$ cat src/rtl/dmach_pkg.sv
package dmach_pkg;
  localparam int LINE_W = 4;
  localparam int LINES  = 1 << LINE_W;

  // register select from reg_addr[3:2]
  localparam logic [1:0] SEL_SRC  = 2'd0;
  localparam logic [1:0] SEL_DST  = 2'd1;
  localparam logic [1:0] SEL_CNT  = 2'd2;
  localparam logic [1:0] SEL_CTRL = 2'd3;

  typedef struct packed {
    logic [3:0]        rsv_hi;
    logic [LINE_W-1:0] src_line;
    logic [1:0]        rsv_w;
    logic [1:0]        width;
    logic [LINE_W-1:0] dst_line;
    logic              rsv_d;
    logic [2:0]        dst_step;
    logic              rsv_s;
    logic [2:0]        src_step;
    logic              dst_sys;
    logic              src_sys;
    logic              err_ie;
    logic              err_sts;
    logic              burst;
    logic              fin_ie;
    logic              fin_sts;
    logic              en;
  } ctrl_t;

  typedef enum logic [1:0] {ST_IDLE, ST_WAIT, ST_RD, ST_WR} eng_st_e;
endpackage

$ cat src/rtl/dmach_step.sv
module dmach_step #(
  parameter int ADDR_W = 32
) (
  input  logic [ADDR_W-1:0] addr_i,
  input  logic [2:0]        code_i,
  output logic [ADDR_W-1:0] addr_o
);
  logic [ADDR_W-1:0] mag;

  always_comb begin
    case (code_i[1:0])
      2'b01:   mag = ADDR_W'(1);
      2'b10:   mag = ADDR_W'(2);
      2'b11:   mag = ADDR_W'(4);
      default: mag = '0;
    endcase
    addr_o = code_i[2] ? (addr_i - mag) : (addr_i + mag);
  end
endmodule

$ cat src/rtl/dmach_regs.sv
module dmach_regs
  import dmach_pkg::*;
#(
  parameter int ADDR_W = 32,
  parameter int CNT_W  = 24
) (
  input  logic              clk,
  input  logic              rst_n,
  input  logic              reg_wr,
  input  logic [3:0]        reg_addr,
  input  logic [31:0]       reg_wdata,
  output logic [31:0]       reg_rdata,
  input  logic              src_adv_i,
  input  logic [ADDR_W-1:0] src_nxt_i,
  input  logic              dst_adv_i,
  input  logic [ADDR_W-1:0] dst_nxt_i,
  input  logic              cnt_dec_i,
  input  logic              fin_i,
  input  logic              err_i,
  output logic [ADDR_W-1:0] src_o,
  output logic [ADDR_W-1:0] dst_o,
  output logic [CNT_W-1:0]  cnt_o,
  output ctrl_t             ctrl_o,
  output logic              irq_o
);
  logic [ADDR_W-1:0] src_q, src_d, dst_q, dst_d;
  logic [CNT_W-1:0]  cnt_q, cnt_d;
  ctrl_t             ctrl_q, ctrl_d, wr_ctrl;
  logic              src_en, dst_en, cnt_en, ctrl_en;
  logic              sw_src, sw_dst, sw_cnt, sw_ctrl;

  assign sw_src  = reg_wr && (reg_addr[3:2] == SEL_SRC);
  assign sw_dst  = reg_wr && (reg_addr[3:2] == SEL_DST);
  assign sw_cnt  = reg_wr && (reg_addr[3:2] == SEL_CNT);
  assign sw_ctrl = reg_wr && (reg_addr[3:2] == SEL_CTRL);

  always_comb begin
    wr_ctrl         = ctrl_t'(reg_wdata);
    wr_ctrl.rsv_hi  = '0;
    wr_ctrl.rsv_w   = '0;
    wr_ctrl.rsv_d   = 1'b0;
    wr_ctrl.rsv_s   = 1'b0;
    wr_ctrl.fin_sts = ctrl_q.fin_sts & wr_ctrl.fin_sts;
    wr_ctrl.err_sts = ctrl_q.err_sts & wr_ctrl.err_sts;

    src_d = sw_src ? reg_wdata[ADDR_W-1:0] : src_nxt_i;
    dst_d = sw_dst ? reg_wdata[ADDR_W-1:0] : dst_nxt_i;
    cnt_d = sw_cnt ? reg_wdata[CNT_W-1:0] : (cnt_q - CNT_W'(1));
    src_en = sw_src | src_adv_i;
    dst_en = sw_dst | dst_adv_i;
    cnt_en = sw_cnt | cnt_dec_i;

    ctrl_d = sw_ctrl ? wr_ctrl : ctrl_q;
    if (fin_i) begin
      ctrl_d.fin_sts = 1'b1;
      ctrl_d.en      = 1'b0;
    end
    if (err_i) begin
      ctrl_d.err_sts = 1'b1;
      ctrl_d.en      = 1'b0;
    end
    ctrl_en = sw_ctrl | fin_i | err_i;
  end

  always_ff @(posedge clk or negedge rst_n) begin
    if (!rst_n) begin
      src_q  <= '0;
      dst_q  <= '0;
      cnt_q  <= '0;
      ctrl_q <= '0;
    end else begin
      if (src_en)  src_q  <= src_d;
      if (dst_en)  dst_q  <= dst_d;
      if (cnt_en)  cnt_q  <= cnt_d;
      if (ctrl_en) ctrl_q <= ctrl_d;
    end
  end

  always_comb begin
    case (reg_addr[3:2])
      SEL_SRC: reg_rdata = 32'(src_q);
      SEL_DST: reg_rdata = 32'(dst_q);
      SEL_CNT: reg_rdata = 32'(cnt_q);
      default: reg_rdata = 32'(ctrl_q);
    endcase
  end

  assign src_o  = src_q;
  assign dst_o  = dst_q;
  assign cnt_o  = cnt_q;
  assign ctrl_o = ctrl_q;
  assign irq_o  = (ctrl_q.fin_sts & ctrl_q.fin_ie) | (ctrl_q.err_sts & ctrl_q.err_ie);

  // without a software write the count only moves down by one
  assert_cnt_step_R5: assert property (@(posedge clk) disable iff (!rst_n)
    ((cnt_q != $past(cnt_q)) && !$past(sw_cnt)) |-> (cnt_q == $past(cnt_q) - CNT_W'(1)));
  // finish status appears together with enable dropping
  assert_fin_stop_R6: assert property (@(posedge clk) disable iff (!rst_n)
    $rose(ctrl_q.fin_sts) |-> $fell(ctrl_q.en));
  // an error response leaves error status set and the channel stopped
  assert_err_stop_R11: assert property (@(posedge clk) disable iff (!rst_n)
    err_i |=> (ctrl_q.err_sts && !ctrl_q.en));
endmodule

$ cat src/rtl/dmach_engine.sv
module dmach_engine
  import dmach_pkg::*;
#(
  parameter int ADDR_W      = 32,
  parameter int DATA_W      = 32,
  parameter int CNT_W       = 24,
  parameter int BURST_BEATS = 4
) (
  input  logic              clk,
  input  logic              rst_n,
  input  logic              en_i,
  input  logic              burst_i,
  input  logic [LINE_W-1:0] src_line_i,
  input  logic [LINE_W-1:0] dst_line_i,
  input  logic [CNT_W-1:0]  cnt_i,
  input  logic [ADDR_W-1:0] src_addr_i,
  input  logic [ADDR_W-1:0] dst_addr_i,
  output logic              m_req_o,
  output logic              m_we_o,
  output logic [ADDR_W-1:0] m_addr_o,
  output logic [DATA_W-1:0] m_wdata_o,
  input  logic [DATA_W-1:0] m_rdata_i,
  input  logic              m_ack_i,
  input  logic              m_err_i,
  input  logic [LINES-1:0]  hs_req_i,
  output logic [LINES-1:0]  hs_gnt_o,
  output logic              src_adv_o,
  output logic              dst_adv_o,
  output logic              cnt_dec_o,
  output logic              fin_o,
  output logic              err_o
);
  localparam int BEAT_W = $clog2(BURST_BEATS);

  eng_st_e           st_q, st_d;
  logic [BEAT_W-1:0] beat_q, beat_d, last_beat;
  logic [DATA_W-1:0] buf_q, buf_d;
  logic [LINES-1:0]  gnt_q, gnt_d;
  logic              buf_en, src_ok, dst_ok;

  assign last_beat = burst_i ? BEAT_W'(BURST_BEATS - 1) : '0;
  assign src_ok    = (src_line_i == '0) || hs_req_i[src_line_i];
  assign dst_ok    = (dst_line_i == '0) || hs_req_i[dst_line_i];

  always_comb begin
    st_d      = st_q;
    beat_d    = beat_q;
    buf_d     = m_rdata_i;
    buf_en    = 1'b0;
    gnt_d     = '0;
    src_adv_o = 1'b0;
    dst_adv_o = 1'b0;
    cnt_dec_o = 1'b0;
    fin_o     = 1'b0;
    err_o     = 1'b0;
    case (st_q)
      ST_IDLE: begin
        if (en_i) begin
          if (cnt_i == '0) fin_o = 1'b1;
          else begin
            st_d   = ST_WAIT;
            beat_d = '0;
          end
        end
      end
      ST_WAIT: begin
        if (!en_i) st_d = ST_IDLE;
        else if (src_ok && dst_ok) st_d = ST_RD;
      end
      ST_RD: begin
        if (!en_i) st_d = ST_IDLE;
        else if (m_ack_i) begin
          if (m_err_i) begin
            err_o = 1'b1;
            st_d  = ST_IDLE;
          end else begin
            buf_en    = 1'b1;
            src_adv_o = 1'b1;
            st_d      = ST_WR;
          end
        end
      end
      default: begin
        if (!en_i) st_d = ST_IDLE;
        else if (m_ack_i) begin
          if (m_err_i) begin
            err_o = 1'b1;
            st_d  = ST_IDLE;
          end else begin
            dst_adv_o = 1'b1;
            if (beat_q == last_beat) begin
              cnt_dec_o = 1'b1;
              if (src_line_i != '0) gnt_d[src_line_i] = 1'b1;
              if (dst_line_i != '0) gnt_d[dst_line_i] = 1'b1;
              if (cnt_i == CNT_W'(1)) begin
                fin_o = 1'b1;
                st_d  = ST_IDLE;
              end else begin
                beat_d = '0;
                st_d   = ST_WAIT;
              end
            end else begin
              beat_d = beat_q + BEAT_W'(1);
              st_d   = ST_RD;
            end
          end
        end
      end
    endcase
  end

  always_ff @(posedge clk or negedge rst_n) begin
    if (!rst_n) begin
      st_q   <= ST_IDLE;
      beat_q <= '0;
      buf_q  <= '0;
      gnt_q  <= '0;
    end else begin
      st_q   <= st_d;
      beat_q <= beat_d;
      gnt_q  <= gnt_d;
      if (buf_en) buf_q <= buf_d;
    end
  end

  assign m_req_o   = (st_q == ST_RD) || (st_q == ST_WR);
  assign m_we_o    = (st_q == ST_WR);
  assign m_addr_o  = (st_q == ST_WR) ? dst_addr_i : src_addr_i;
  assign m_wdata_o = buf_q;
  assign hs_gnt_o  = gnt_q;

  // a grant never lasts longer than one clock
  assert_gnt_pulse_R10: assert property (@(posedge clk) disable iff (!rst_n)
    (hs_gnt_o != '0) |=> (hs_gnt_o == '0));
  // once enable falls, no request is presented on the next clock
  assert_abort_quiet_R12: assert property (@(posedge clk) disable iff (!rst_n)
    $fell(en_i) |=> !m_req_o);
  // a zero count never starts a bus access
  assert_zero_noacc_R7: assert property (@(posedge clk) disable iff (!rst_n)
    (en_i && (cnt_i == '0) && !m_req_o) |=> !m_req_o);
endmodule

$ cat src/rtl/dmach_top.sv
module dmach_top
  import dmach_pkg::*;
#(
  parameter int ADDR_W = 32,
  parameter int DATA_W = 32,
  parameter int CNT_W  = 24
) (
  input  logic              clk,
  input  logic              rst_n,
  input  logic              reg_wr,
  input  logic [3:0]        reg_addr,
  input  logic [31:0]       reg_wdata,
  output logic [31:0]       reg_rdata,
  output logic              m_req,
  output logic              m_we,
  output logic [ADDR_W-1:0] m_addr,
  output logic [1:0]        m_size,
  output logic              m_sys,
  output logic [DATA_W-1:0] m_wdata,
  input  logic [DATA_W-1:0] m_rdata,
  input  logic              m_ack,
  input  logic              m_err,
  input  logic [LINES-1:0]  hs_req,
  output logic [LINES-1:0]  hs_grant,
  output logic              irq
);
  localparam int SIDES = 2;

  logic rst_meta_q, rst_sync_q;

  // asynchronous assert, synchronous release
  always_ff @(posedge clk or negedge rst_n) begin
    if (!rst_n) begin
      rst_meta_q <= 1'b0;
      rst_sync_q <= 1'b0;
    end else begin
      rst_meta_q <= 1'b1;
      rst_sync_q <= rst_meta_q;
    end
  end

  logic [ADDR_W-1:0] side_addr [SIDES];
  logic [ADDR_W-1:0] side_nxt  [SIDES];
  logic [2:0]        side_code [SIDES];
  logic [ADDR_W-1:0] src_q, dst_q;
  logic [CNT_W-1:0]  cnt_q;
  ctrl_t             ctrl;
  logic              src_adv, dst_adv, cnt_dec, fin, err;

  assign side_addr[0] = src_q;
  assign side_addr[1] = dst_q;
  assign side_code[0] = ctrl.src_step;
  assign side_code[1] = ctrl.dst_step;

  for (genvar s = 0; s < SIDES; s++) begin : g_step
    dmach_step #(.ADDR_W(ADDR_W)) u_step (
      .addr_i (side_addr[s]),
      .code_i (side_code[s]),
      .addr_o (side_nxt[s])
    );
  end

  dmach_regs #(.ADDR_W(ADDR_W), .CNT_W(CNT_W)) u_regs (
    .clk       (clk),
    .rst_n     (rst_sync_q),
    .reg_wr    (reg_wr),
    .reg_addr  (reg_addr),
    .reg_wdata (reg_wdata),
    .reg_rdata (reg_rdata),
    .src_adv_i (src_adv),
    .src_nxt_i (side_nxt[0]),
    .dst_adv_i (dst_adv),
    .dst_nxt_i (side_nxt[1]),
    .cnt_dec_i (cnt_dec),
    .fin_i     (fin),
    .err_i     (err),
    .src_o     (src_q),
    .dst_o     (dst_q),
    .cnt_o     (cnt_q),
    .ctrl_o    (ctrl),
    .irq_o     (irq)
  );

  dmach_engine #(.ADDR_W(ADDR_W), .DATA_W(DATA_W), .CNT_W(CNT_W)) u_eng (
    .clk        (clk),
    .rst_n      (rst_sync_q),
    .en_i       (ctrl.en),
    .burst_i    (ctrl.burst),
    .src_line_i (ctrl.src_line),
    .dst_line_i (ctrl.dst_line),
    .cnt_i      (cnt_q),
    .src_addr_i (src_q),
    .dst_addr_i (dst_q),
    .m_req_o    (m_req),
    .m_we_o     (m_we),
    .m_addr_o   (m_addr),
    .m_wdata_o  (m_wdata),
    .m_rdata_i  (m_rdata),
    .m_ack_i    (m_ack),
    .m_err_i    (m_err),
    .hs_req_i   (hs_req),
    .hs_gnt_o   (hs_grant),
    .src_adv_o  (src_adv),
    .dst_adv_o  (dst_adv),
    .cnt_dec_o  (cnt_dec),
    .fin_o      (fin),
    .err_o      (err)
  );

  assign m_size = ctrl.width;
  assign m_sys  = m_we ? ctrl.dst_sys : ctrl.src_sys;
endmodule

$ cat config.mk
export PLATFORM = sky130hd
export DESIGN_NAME = dmach_top
export DESIGN_NICKNAME = d
export VERILOG_FILES = /design/src/rtl/dmach_pkg.sv /design/src/rtl/dmach_step.sv /design/src/rtl/dmach_regs.sv /design/src/rtl/dmach_engine.sv /design/src/rtl/dmach_top.sv
export SDC_FILE = /design/constraint.sdc
export NUM_CORES = 1
export LEC_CHECK = 0
export ABC_AREA = 1
export BUFFER_PORTS_ARGS = -buffer_cell sky130_fd_sc_hd__buf_2
export CAP_MARGIN = 20
export CORE_MARGIN = 2
export CORE_UTILIZATION = 45
export DETAILED_ROUTE_END_ITERATION = 12
export PLACE_DENSITY = 0.65
export REMOVE_ABC_BUFFERS = 1
export SLEW_MARGIN = 20
export SYNTH_ARGS = -nofsm -noshare
export SYNTH_HDL_FRONTEND = slang
export SYNTH_SLANG_ARGS = --single-unit
export TNS_END_PERCENT = 10
$ cat constraint.sdc
create_clock -name clk -period 9.1 [get_ports clk]
set_input_delay 1.82 -clock clk [delete_from_list [all_inputs] [get_ports clk]]
set_output_delay 1.82 -clock clk [all_outputs]
set_load 0.01 [all_outputs]
Yosys cells after proc, flatten, opt, wreduce, memory -nomap -nowiden --
Cells that the tools add are included.
Word-level totals: logic and storage cells 173, output and inout bits 118, register bits 166, bits of input ports 89
Cells by class: reduce and logical (&&, ||, !) cells 30, $lt $le $gt $ge 4, equal/unequal tests 21, muxes and demuxes 78, bitwise operators 12, add/subtract/negate cells 6
Operators with widths (number):
- 16-bit two-way mux | 12
- 32-bit two-way mux | 5
- 32-bit one-hot mux with 3 select lines | 1
- 32-bit by 3-bit adder with 32-bit output | 2
- 32-bit by 3-bit subtractor with 32-bit output | 2
- 2-bit two-way mux | 20
- 1-bit two-way mux | 29
- 24-bit by 1-bit == test with 1-bit output (second input constant) | 1
- 24-bit zero test | 1
- 24-bit two-way mux | 1
- 24-bit by 1-bit subtractor with 24-bit output (second input constant) | 1
- 3-bit one-hot mux with 3 select lines | 2
- 2-bit == test (second input constant) | 8
- 16-bit OR | 1
- 4-bit by 5-bit < comparator with 1-bit output (second input constant) | 2
- 1-bit binary-select mux with 4-bit select | 2
- 1-bit demux with 4-bit select | 2
- 2-bit by 1-bit == test with 1-bit output (second input constant) | 4
- 4-bit by 1-bit >= comparator with 1-bit output (second input constant) | 2
- 4-bit zero test | 2
- 2-bit AND reduction | 4
- 4-bit nonzero test | 2
- 1-bit logical AND | 7
- 3-bit inequality test (second input constant) | 2
- 21 further kinds | 36

Logic depth before layout (Yosys ltp) --
depth after elaboration 17, depth in mapped cells 16, depth with buffers taken out 16

Cells and area by module --
Synthesis repeated with hierarchy kept, for this count alone.
Unflattened totals: cells, all modules 2307, area total of the unflattened synthesis 14377.5 sq um
By module, submodules not included:
- dmach_regs | cells each 788, times used 1, area an instance 6160.9 sq um, seq. area each 2802.7 sq um
- dmach_engine | cells each 493, times used 1, area an instance 3170.5 sq um, seq. area each 1276.2 sq um
- dmach_step (g_step[1].u_step) | cells each 512, times used 1, area an instance 2497.4 sq um, seq. area each 0.0 sq um
- dmach_step (g_step[0].u_step) | cells each 507, times used 1, area an instance 2479.9 sq um, seq. area each 0.0 sq um
- dmach_top | cells each 7, times used 1, area an instance 68.8 sq um, seq. area each 50.0 sq um

Worst setup path after synthesis --
Ideal clock, no wire load.
path type in2out, start input reg_addr[2], end output reg_rdata[12], data arrival time 2.703 ns, cell stages on the path 6, buffers on the path 1, required time 7.280 ns, slack 4.577 ns, path through inv_2 nand2_1 clkbuf_1 nor2_1 a221oi_1 o21ai_0
Between the ends: longest elaborated chain between the ends 2, elaborated cells between the ends (all ways) 4, classes of those cells eq/ne (2); mux (1); reduce/logical (1)
Ends and longest elaborated chain:
- start: declaration | line dmach_top.sv:11 | input logic [3:0] reg_addr,
- 2-bit == test, or another cell as far along | line dmach_regs.sv:80 | case (reg_addr[3:2])
- 32-bit one-hot mux with 3 select lines (*) | line dmach_regs.sv:80
- end: declaration | line dmach_top.sv:13 | output logic [31:0] reg_rdata,
Every way passes the cells marked *; elsewhere a longest branch is shown, timed or not.

Worst setup path after layout --
start input reg_addr[2], end output reg_rdata[19]
Same word-level chain as after synthesis.

==> results.md <==
* Initial DRC Count at about 1300
* FF+latch area at around 4100 um^2
* DP HPWL at 37470 um
* Vias in the first global route at around 14000
* DRC at 0
* Initial antenna violation count at 2
* Synth Area per Inst at about 6.3 um^2
* Die Width at between 150 and 200 um
* CTS Buf Count at 17
* CP startpoint kind: input port
* Pwr Total at between 4000 and 5000 uW
* Peak Freq at approximately 180 MHz
* Cts repair resizes at 0
* Largest net degree at the start of global routing at between 70 and 80
* Worst-path cell chain: buf_2 -> inv_2 -> nor2_2 -> buf_4 -> inv_1 -> o22ai_1 -> a21oi_1 -> o21ai_0 -> buf_2
* Share of cells above drive strength 1 at 0.1144
* MaxCap Viol Count at 0
* Routed wire length at 48170 um
* Tot GR Track Use at 0.2934
* Crit path to: reg_rdata[19]
* Core Box Area at a little over 30000 um^2
* Design area at approximately 16000 um^2
* Commonest non-fill, non-tap cell in the layout: nand2_1
* Synth top area cells: dfrtp_1 (30%), nand2_1 (23%), inv_1 (10%), ha_1 (7.5%), nor2_1 (4.6%)
* Sink Count at approximately 170
* Data required, critical path at 7.28 ns
* Drt wl/cell at between 15 and 20 um
* Nets at around 2600
* CP max stage cell: inv_1
* FF-to-FF End: u_regs.dst_o[15]
* Die Area at between 30000 and 40000 um^2
* Seq cells post-synth at between 150 and 200
* Initial core utilization at 0.4552
* Synth top area share at 0.2981
* DR vias at 14875
* Tmin final at 5.580 ns
* Data arrival, critical path at between 3 and 4 ns
* Setup bufs post-CTS at 0
* Setup violators final at 0
* FF-to-FF setup slack at about 5.4 ns
* Max transition margin at 0.3661
* Delay of the slowest critical-path stage at about 0.48 ns
* Tightest Hold Check Type: register to async pin
* Cell area after synthesis at 13850 um^2
* Post-cts hold buffer count at 0
* Crit path depth at 9
* Area grow syn2layout at 13.89%
* Status: finished clean
* Die height at 179.5 um
* Placer Congestion at between 0.9 and 1
* Fillers at roughly 3200
* Most used cell, CP: buf_2
* Routed Antenna Nets at 0
* Max-slew violation count at 0
* Reg2reg start: u_eng.st_q[0]
* Mapped Cells at 2206
* Num rows at 64
* Leak at between 0.009 and 0.01 uW
* Most frequent cells in the layout: nand2_1 (857), inv_1 (373), buf_2 (202)
* Dpl cell area at 15180 um^2
* Crit-path leading delay family: buffers and inverters
* Setup crit end kind: output port
* Clk slew on worst S/H paths at roughly 0.070 ns
* Fin Setup TNS at 0 ns
* Library cells used by synthesis at 42
* Clock Tree Buf Depth at 2
* Sequential share of the synthesized area at 0.2981
* CTS root buffer: clkbuf_16
* Multi-input logic area at roughly 8000 um^2
* H-tree levels at 4
* CP bufs+invs at 5
* Routed vias/inst at between 5 and 6
* Slew @ Worst Pin at around 0.95 ns
* Port Buffer Count at about 200
* Clock insertion delay at the later pin of the skew report at approximately 0.44 ns
* VDD IR max at between 0.1 and 0.15 mV
* Worst Path Max Fanout at 22
* CTS tree: done
* Ports at ~210
* Synth warn at 0
* First-pass GRT wire length at 74890 um
* Period utilization at 0.6132
* Hold Violations, Final at 0
* R2R depth at 9
* Setup Skew at roughly 0.014 ns
* RSZ-0062 raised after global routing: false
* Cell taking the most area after synthesis: dfrtp_1
* Worst Setup SP: reg_addr[2]
* Setup CP Type: input port to output port
* DRT Pass-1 Iters at 5
* Total global routing overflow at 0
* Pwr Density at just under 300 nW/um^2
## registers in the layout, summed over array words and instances (netlist names)
signal,flops
u_eng.m_wdata_o,32
u_regs.dst_o,32
u_eng.beat_q,2
u_regs.src_o,32
u_eng.st_q,2
rst_sync_q,1
u_regs.ctrl_o,24
u_regs.cnt_o,24
u_eng.hs_gnt_o,15
rst_meta_q,1
## cells by family (layout without fill, tap and decap cells)
group | Yosys count | count (layout) | share of synthesized area
fa+ha+maj | 85 | 85 | 0.07786
buf+inv | 441 | 631 | 0.1235
simple gates | 1187 | 1187 | 0.3464
xor+xnor | 40 | 40 | 0.02529
other cells | 2 | 3 | 0.0005422
flops | 165 | 165 | 0.2981
compound gates | 284 | 284 | 0.1269
mux | 2 | 2 | 0.001445
## synth_stat cells
master,count
buf_6,2
nor3_1,8
o22ai_1,43
nor2_8,2
buf_4,6
o21ai_0,86
nand4_1,9
ha_1,83
or2_2,4
nor2_4,1
o21bai_1,17
buf_1,4
nor2_2,3
nand2_1,857
inv_1,374
a221oi_1,6
o211ai_1,9
inv_2,12
clkbuf_1,28
mux2i_1,2
nor3_4,1
buf_2,12
o2111ai_1,6
fa_1,2
nand3b_1,12
a21o_1,2
a22oi_1,14
o221ai_1,35
clkinv_1,1
dfrtp_1,165
and2_1,8
and3_1,2
a31oi_1,1
conb_1,2
clkinv_2,2
xor2_1,17
a21oi_1,65
nor2_1,169
xnor2_1,23
nand3_1,107
nand2_4,3
nand3_4,1
## through the flow
step / setup WS [ns] / hold slack [ns] / instances / utilization
global route: 3.482 / 0.3137 / 2792 / 0.5184
global placement: 3.632 / 0.2831 / 2760 / 0.4988
detailed placement: 3.636 / 0.2943 / 2760 / 0.4988
finish: 3.520 / 0.2829 / 2793 / 0.5185
CTS: 3.633 / 0.2963 / 2792 / 0.5181
floorplan: 4.013 / 0.3312 / 2154 / -
## metal layers
layer | global-route usage | up-vias | part of all wire
met5 | 0 | - | 0.00052
met4 | 0.1106 | 4 | 0.035
met3 | 0.04700 | 94 | 0.086
met2 | 0.4650 | 676 | 0.44
met1 | 0.4036 | 6824 | 0.44
li1 | - | 7277 | -
## worst min path at each step
| stage | end | slack, ns | cells past startpoint |
|---|---|---|---|
| global route | u_regs.dst_o[26] | 0.31 | 0 |
| detailed placement | u_regs.src_o[29] | 0.29 | 0 |
| global placement | u_regs.src_o[29] | 0.28 | 0 |
| floorplan | rst_sync_q | 0.33 | 0 |
| finish | u_regs.src_o[29] | 0.28 | 0 |
| CTS | u_regs.dst_o[26] | 0.30 | 0 |
## power breakdown
| part | switching (uW) | total (uW) | internal (uW) | leakage, uW |
|---|---|---|---|---|
| combinational | 1760 | 2730 | 964 | 0.00677 |
| clock | 359 | 727 | 369 | 0.000286 |
| sequential | 236 | 1180 | 946 | 0.00208 |
## layout make-up
class	instances	share of cell area
inverters	389	0.09271
clock buffers	18	0.02720
clock inverters	14	0.009834
diodes	1	0.0001586
repair buffers	210	0.06789
flip-flops and latches	165	0.2620
well taps	396	0.03141
multi-input cells	1600	0.5088
Power figures use the tool's default switching activity.
